### config.mk
export PLATFORM = sky130hd
export DESIGN_NAME = cshake_prefix_enc
export DESIGN_NICKNAME = d
export VERILOG_FILES = /design/src/rtl/cpe_pkg.sv /design/src/rtl/cpe_len_enc.sv /design/src/rtl/cpe_seq.sv /design/src/rtl/cpe_image.sv /design/src/rtl/cshake_prefix_enc.sv
export SDC_FILE = /design/constraint.sdc
export NUM_CORES = 1
export LEC_CHECK = 0
export ABC_AREA = 1
export ABC_CLOCK_PERIOD_IN_PS = 2150
export BUFFER_PORTS_ARGS = -buffer_cell sky130_fd_sc_hd__buf_2
export CAP_MARGIN = 20
export CORE_MARGIN = 1
export CORE_UTILIZATION = 50
export CTS_CLUSTER_SIZE = 40
export DETAILED_ROUTE_END_ITERATION = 8
export PLACE_DENSITY = 0.72
export SYNTH_ARGS = -nofsm -noshare
export SYNTH_HDL_FRONTEND = slang
export SYNTH_SLANG_ARGS = --single-unit
### constraint.sdc
create_clock -name clk -period 2.15 [get_ports clk]
set_clock_uncertainty 0.15 [all_clocks]
set_input_delay 0.645 -clock clk [delete_from_list [all_inputs] [get_ports clk]]
set_output_delay 0.645 -clock clk [all_outputs]
set_load 0.005 [all_outputs]
### src/rtl/cpe_pkg.sv
package cpe_pkg;

  typedef enum logic [1:0] {
    ST_IDLE   = 2'd0,
    ST_HDR    = 2'd1,
    ST_DATA   = 2'd2,
    ST_COMMIT = 2'd3
  } cpe_state_e;

  // Encoded size in bytes of a string of len bytes.
  function automatic int unsigned enc_bytes(int unsigned len);
    return (len * 8 <= 255) ? len + 2 : len + 3;
  endfunction

  // Fixed function name used in KMAC mode.
  function automatic logic [7:0] kmac_name_byte(logic [1:0] idx);
    case (idx)
      2'd0:    return 8'h4B;
      2'd1:    return 8'h4D;
      2'd2:    return 8'h41;
      default: return 8'h43;
    endcase
  endfunction

endpackage

### src/rtl/cpe_len_enc.sv
module cpe_len_enc #(
  parameter int LEN_W = 6
) (
  input  logic [LEN_W-1:0] len_i,
  output logic [1:0]       hdr_cnt_o,
  output logic [2:0][7:0]  hdr_o
);
  logic [15:0] bits;
  assign bits = 16'(len_i) << 3;

  always_comb begin
    if (bits[15:8] == 8'h00) begin
      hdr_cnt_o = 2'd2;
      hdr_o[0]  = 8'h01;
      hdr_o[1]  = bits[7:0];
      hdr_o[2]  = 8'h00;
    end else begin
      hdr_cnt_o = 2'd3;
      hdr_o[0]  = 8'h02;
      hdr_o[1]  = bits[15:8];
      hdr_o[2]  = bits[7:0];
    end
  end
endmodule

### src/rtl/cpe_seq.sv
module cpe_seq
  import cpe_pkg::*;
#(
  parameter int LEN_W     = 6,
  parameter int MAX_BYTES = 44
) (
  input  logic             clk,
  input  logic             rst_n,
  input  logic             start_i,
  input  logic             kmac_mode_i,
  input  logic [LEN_W-1:0] n_len_i,
  input  logic [LEN_W-1:0] s_len_i,
  input  logic             byte_valid_i,
  input  logic [7:0]       byte_data_i,
  input  logic [1:0]       hdr_cnt_i,
  input  logic [2:0][7:0]  hdr_i,
  output logic [LEN_W-1:0] cur_len_o,
  output logic             byte_ready_o,
  output logic             clear_o,
  output logic             wr_en_o,
  output logic [7:0]       wr_byte_o,
  output logic             commit_o,
  output logic             busy_o,
  output logic             done_o,
  output logic             err_o
);
  localparam logic [LEN_W-1:0] KMAC_LEN = LEN_W'(4);

  cpe_state_e       state_q, state_n;
  logic             sel_q, sel_n, kmac_q, kmac_n;
  logic [LEN_W-1:0] nlen_q, nlen_n, slen_q, slen_n, idx_q, idx_n;
  logic             err_n, const_src, take;
  logic [LEN_W-1:0] eff_n;
  logic [7:0]       hdr_byte;

  assign cur_len_o = sel_q ? slen_q : nlen_q;
  assign const_src = !sel_q && kmac_q;
  assign eff_n     = kmac_mode_i ? KMAC_LEN : n_len_i;
  assign busy_o    = (state_q != ST_IDLE);

  always_comb begin
    case (idx_q[1:0])
      2'd0:    hdr_byte = hdr_i[0];
      2'd1:    hdr_byte = hdr_i[1];
      default: hdr_byte = hdr_i[2];
    endcase
  end

  always_comb begin
    state_n = state_q; sel_n = sel_q; kmac_n = kmac_q;
    nlen_n = nlen_q; slen_n = slen_q; idx_n = idx_q;
    err_n = 1'b0; clear_o = 1'b0; wr_en_o = 1'b0; wr_byte_o = 8'h00;
    commit_o = 1'b0; byte_ready_o = 1'b0; take = 1'b0;
    case (state_q)
      ST_IDLE: begin
        if (start_i) begin
          if (enc_bytes(32'(eff_n)) + enc_bytes(32'(s_len_i)) > MAX_BYTES) begin
            err_n = 1'b1;
          end else begin
            clear_o = 1'b1;
            kmac_n  = kmac_mode_i;
            nlen_n  = eff_n;
            slen_n  = s_len_i;
            sel_n   = 1'b0;
            idx_n   = '0;
            state_n = ST_HDR;
          end
        end
      end
      ST_HDR: begin
        wr_en_o   = 1'b1;
        wr_byte_o = hdr_byte;
        if (idx_q == LEN_W'(hdr_cnt_i - 2'd1)) begin
          idx_n = '0;
          if (cur_len_o != '0) state_n = ST_DATA;
          else if (!sel_q)     sel_n = 1'b1;
          else                 state_n = ST_COMMIT;
        end else begin
          idx_n = idx_q + 1'b1;
        end
      end
      ST_DATA: begin
        byte_ready_o = !const_src;
        take         = const_src || byte_valid_i;
        wr_en_o      = take;
        wr_byte_o    = const_src ? kmac_name_byte(idx_q[1:0]) : byte_data_i;
        if (take) begin
          if (idx_q == cur_len_o - 1'b1) begin
            idx_n = '0;
            if (!sel_q) begin
              sel_n   = 1'b1;
              state_n = ST_HDR;
            end else begin
              state_n = ST_COMMIT;
            end
          end else begin
            idx_n = idx_q + 1'b1;
          end
        end
      end
      default: begin
        commit_o = 1'b1;
        state_n  = ST_IDLE;
      end
    endcase
  end

  always_ff @(posedge clk or negedge rst_n) begin
    if (!rst_n) begin
      state_q <= ST_IDLE;
      sel_q   <= 1'b0;
      kmac_q  <= 1'b0;
      nlen_q  <= '0;
      slen_q  <= '0;
      idx_q   <= '0;
      done_o  <= 1'b0;
      err_o   <= 1'b0;
    end else begin
      state_q <= state_n;
      sel_q   <= sel_n;
      kmac_q  <= kmac_n;
      nlen_q  <= nlen_n;
      slen_q  <= slen_n;
      idx_q   <= idx_n;
      done_o  <= commit_o;
      err_o   <= err_n;
    end
  end
endmodule

### src/rtl/cpe_image.sv
module cpe_image #(
  parameter int MAX_BYTES = 44
) (
  input  logic                     clk,
  input  logic                     rst_n,
  input  logic                     clear_i,
  input  logic                     wr_en_i,
  input  logic [7:0]               wr_byte_i,
  input  logic                     commit_i,
  output logic [MAX_BYTES*8-1:0]   image_o
);
  localparam int PTR_W = $clog2(MAX_BYTES + 1);

  logic [PTR_W-1:0]                ptr_q;
  logic [MAX_BYTES-1:0][7:0]       work_q;
  logic [MAX_BYTES-1:0][7:0]       img_q;

  always_ff @(posedge clk or negedge rst_n) begin
    if (!rst_n)       ptr_q <= '0;
    else if (clear_i) ptr_q <= '0;
    else if (wr_en_i) ptr_q <= ptr_q + 1'b1;
  end

  for (genvar b = 0; b < MAX_BYTES; b++) begin : g_lane
    always_ff @(posedge clk or negedge rst_n) begin
      if (!rst_n)                                   work_q[b] <= 8'h00;
      else if (clear_i)                             work_q[b] <= 8'h00;
      else if (wr_en_i && ptr_q == PTR_W'(b))       work_q[b] <= wr_byte_i;
    end
  end

  always_ff @(posedge clk or negedge rst_n) begin
    if (!rst_n)        img_q <= '0;
    else if (commit_i) img_q <= work_q;
  end

  assign image_o = img_q;
endmodule

### src/rtl/cshake_prefix_enc.sv
module cshake_prefix_enc #(
  parameter int NUM_WORDS = 11,
  parameter int LEN_W     = 6
) (
  input  logic                   clk,
  input  logic                   rst_n,
  input  logic                   start_i,
  input  logic                   kmac_mode_i,
  input  logic [LEN_W-1:0]       n_len_i,
  input  logic [LEN_W-1:0]       s_len_i,
  input  logic                   byte_valid_i,
  input  logic [7:0]             byte_data_i,
  output logic                   byte_ready_o,
  output logic                   busy_o,
  output logic                   done_o,
  output logic                   err_o,
  output logic [NUM_WORDS*32-1:0] prefix_o
);
  localparam int MAX_BYTES = NUM_WORDS * 4;

  logic [LEN_W-1:0] cur_len;
  logic [1:0]       hdr_cnt;
  logic [2:0][7:0]  hdr;
  logic             clear, wr_en, commit;
  logic [7:0]       wr_byte;

  cpe_len_enc #(.LEN_W(LEN_W)) u_len_enc (
    .len_i(cur_len), .hdr_cnt_o(hdr_cnt), .hdr_o(hdr)
  );

  cpe_seq #(.LEN_W(LEN_W), .MAX_BYTES(MAX_BYTES)) u_seq (
    .clk(clk), .rst_n(rst_n), .start_i(start_i), .kmac_mode_i(kmac_mode_i),
    .n_len_i(n_len_i), .s_len_i(s_len_i), .byte_valid_i(byte_valid_i),
    .byte_data_i(byte_data_i), .hdr_cnt_i(hdr_cnt), .hdr_i(hdr),
    .cur_len_o(cur_len), .byte_ready_o(byte_ready_o), .clear_o(clear),
    .wr_en_o(wr_en), .wr_byte_o(wr_byte), .commit_o(commit),
    .busy_o(busy_o), .done_o(done_o), .err_o(err_o)
  );

  cpe_image #(.MAX_BYTES(MAX_BYTES)) u_image (
    .clk(clk), .rst_n(rst_n), .clear_i(clear), .wr_en_i(wr_en),
    .wr_byte_i(wr_byte), .commit_i(commit), .image_o(prefix_o)
  );
endmodule

==> impl_metrics.yaml <==
hold_path:
  hp-class: "input port to flip-flop"
route:
  viasPerCell: 5.40
  firstDrtPassIters: 5
  wirelength_um: 94000
  drt_iter0_drc: 2764
  post_drt_wl_per_cell_um: 18.7
  antenna_left: 0
  drc: 0
  vias: 27149
floorplanning:
  ios: 381
  core_area_mm2: 0.0616
  chipWidth_um: 251
  die_y_um: 251
  die_area_mm2: 0.0632
  start_util_pct: 50.5
  std_cell_rows: 91
logic_synthesis:
  yosys.cell_types.count: 44
  ys_seq_elements: 734
  synth-edff-count: 0
  synth-async-reset-ratio_pct: 100
  synth_fp_nets: 3630
  synth_ff_type: "dfrtp_1"
  syn_inst: 3581
  synthesis.area_mm2: 0.0311
  ys_warn_count: 0
  ys_seq_area_share_pct: 59.1
  avgSynthCellArea_um2: 8.68
power_and_ir_drop:
  leakage_uw: 0.0229
  vdd_drop_max_uv: 642
  powerDensity_mw_per_mm2: 1050
finish:
  layout-drive-gt1-share_pct: 25.8
  insertedDiodeCount: 0
  final_core_util_pct: 65.7
  areaGrowthSynthToFinish_pct: 30.1
  mostFrequentLayoutCell: "nand2_1"
  mostFrequentLayoutCells: "nand2_1, dfrtp_1, nand3_1"
  num-fill-cells: 4804
  nets: 4186
worst_setup_path:
  arrival_ns: 3.50
  cp_max_fo: 8
  required_ns: 2.52
  crit_type: "input port to flip-flop"
  endpoint_kind: "flip-flop"
  setup.worst_path.start_class: "input port"
global_routing:
  grt_pass1_wl_um: 145000
  grt_max_degree: 135
  grt_overflow: 0
  grt_use_total_pct: 29.3
  grt_pass1_vias: 26152
  antenna_found_initial: 0
sta:
  max_clock_freq_ghz: 0.320
  maxSlewHeadroom_pct: 58.6
  drv_slew: 0
  rsz0062_at_grt: "yes"
  finalHoldViolations: 0
  fin_crit_ns: 3.13
  setup_viol: 383
  worstMarginPinSlew_ns: 0.621
  fin_ws_ns: -0.979
  post-route-period-util_pct: 146
  tns_ns: -314.51
clocking:
  cts_made_buffers: 78
  cts_tree: "yes"
  cts_sinks: 734
  clk_latency_ns: 0.62
  clkTransAtPathRegs_ns: 0.06
  cts_root_buf: "clkbuf_16"
  htreeDepth: 3
  cts_buffer_depth: 3
placed_design:
  routabilityCongestion: 0.878
  port_buffers: 380
  place_ws_ns: -1.67
  dp_hpwl_um: 59500
flow_run:
  drv_cap: 0
run_status:
  violations: "setup timing"
  status: "finished, violations left"
[report_power, final]
| part | leakage (uW) | switching, uW | internal (uW) |
|---|---|---|---|
| clock | 0.00128 | 5540 | 7940 |
| sequential | 0.0102 | 959 | 15200 |
| combinational | 0.0115 | 7910 | 4720 |
[sequential cells by signal (all words and copies together) (netlist names)]
name             flops
u_image.image_o    352
u_image.ptr_q        6
u_image.work_q     352
u_seq.done_o         1
u_seq.err_o          1
u_seq.idx_q          6
u_seq.kmac_q         1
u_seq.nlen_q         6
u_seq.sel_q          1
u_seq.slen_q         6
u_seq.state_q        2
[stage by stage]
step	cell area [um^2]	std cells	power [uW]	hold WS [ns]
2_1_floorplan	31300	3581	22100	0.199
3_3_place_gp	36200	4855	27500	0.299
3_5_place_dp	36200	4855	27600	0.303
4_1_cts	39700	5018	41900	0.143
5_1_grt	40400	5032	44100	0.167
6_report	40400	5032	42300	0.180
[final timing paths]
| check | start | endpoint | slack [ns] | cells past startpoint |
|---|---|---|---|---|
| setup / recovery | kmac_mode_i | u_image.work_q[255]$_DFFE_PN0P_ | -0.98 | 25 |
| hold / removal | start_i | u_seq.err_o$_DFF_PN0_ | 0.18 | 3 |
| setup reg to reg | u_seq.sel_q$_DFFE_PN0P_ | u_seq.state_q[1]$_DFFE_PN0P_ | -0.32 | 17 |
| hold reg to reg | u_image.image_o[190]$_DFFE_PN0P_ | u_image.image_o[190]$_DFFE_PN0P_ | 0.31 | 2 |
| max in group asynchronous | rst_n | u_seq.nlen_q[4]$_DFFE_PN0P_ | 0.75 | 4 |
| min in group asynchronous | rst_n | u_image.image_o[187]$_DFFE_PN0P_ | 0.36 | 2 |
[critical path: stages]
cell       delay, ns
buf_6           0.12
nor2_4          0.17
inv_4           0.07
ha_4            0.16
nand2_2         0.07
o21ai_2         0.06
xnor2_1         0.12
ha_1            0.33
nand2_1         0.10
nand2_2         0.09
buf_4           0.14
inv_2           0.05
nand3b_1        0.07
nand2_1         0.07
nand2_1         0.06
nand3_2         0.07
nand3_2         0.10
nor2_2          0.14
buf_6           0.13
nand2_8         0.09
buf_12          0.18
buf_12          0.14
clkbuf_16       0.16
nand3_1         0.09
nand2_1         0.07
[layer usage]
layer	vias up	wire, um	part of all wire, %	global-route usage, %
met3	198	6530	6.9	4.69
met1	13315	39200	42	39.9
met2	1060	45100	48	47.2
li1	12576	-	-	-
met4	0	3180	3.4	11.7
met5	-	0	0	0
[cell usage after synthesis, types with 2 or more instances]
| library cell | instances | area (um^2) |
|---|---|---|
| a21oi_1 | 10 | 50.1 |
| a21oi_2 | 3 | 26.3 |
| a31oi_1 | 2 | 12.5 |
| buf_1 | 2 | 7.51 |
| buf_2 | 83 | 415 |
| buf_4 | 9 | 67.6 |
| buf_6 | 14 | 158 |
| clkbuf_1 | 88 | 330 |
| dfrtp_1 | 734 | 18400 |
| ha_1 | 23 | 288 |
| inv_1 | 130 | 488 |
| inv_2 | 20 | 75.1 |
| inv_4 | 2 | 12.5 |
| nand2_1 | 1530 | 5740 |
| nand2_2 | 4 | 25.0 |
| nand3_1 | 745 | 3730 |
| nand3_2 | 2 | 20.0 |
| nand3b_1 | 4 | 30.0 |
| nand4_1 | 7 | 43.8 |
| nor2_1 | 59 | 221 |
| nor2_2 | 14 | 87.6 |
| nor2_4 | 23 | 259 |
| nor2_8 | 9 | 180 |
| nor3_1 | 5 | 25.0 |
| o211ai_1 | 2 | 15.0 |
| o21ai_0 | 31 | 155 |
| o21bai_1 | 2 | 15.0 |
| o31ai_1 | 3 | 22.5 |
| xnor2_1 | 2 | 17.5 |
| xor2_1 | 5 | 43.8 |
[repair_timing]
item / CTS / global route
setup endpoints to repair: 383 / 383
pin swaps: 37 / 44
hold buffers: 1 / 0
endpoints found under the hold margin: 21 / 0
cloned: 12 / 8
resized for setup: 143 / 102
buffers inserted: 12 / 6
[area by class of cell]
class                           count  area (um^2)  share of cell area (%)
Clock buffer                      117         2360                    5.83
Clock inverter                     21          214                   0.529
Inverter                          152          606                    1.50
Multi-Input combinational cell   2498        12200                    30.2
Sequential cell                   734        18400                    45.4
Tap cell                          837         1050                    2.59
Timing Repair Buffer              673         5620                    13.9
[cells by family (layout without fill, tap and decap cells)]
kind of cell | after synthesis | after routing | share of synthesized area [%]
buffers and inverters | 349 | 963 | 5.06
DFF | 734 | 734 | 59.1
xor gates and xnor gates | 7 | 7 | 0.197
and+or+nand+nor | 2407 | 2407 | 33.5
AOI/OAI and AO/OA | 60 | 60 | 1.18
adders and majority gates | 24 | 24 | 0.990
(Power assumes the default switching activity.)
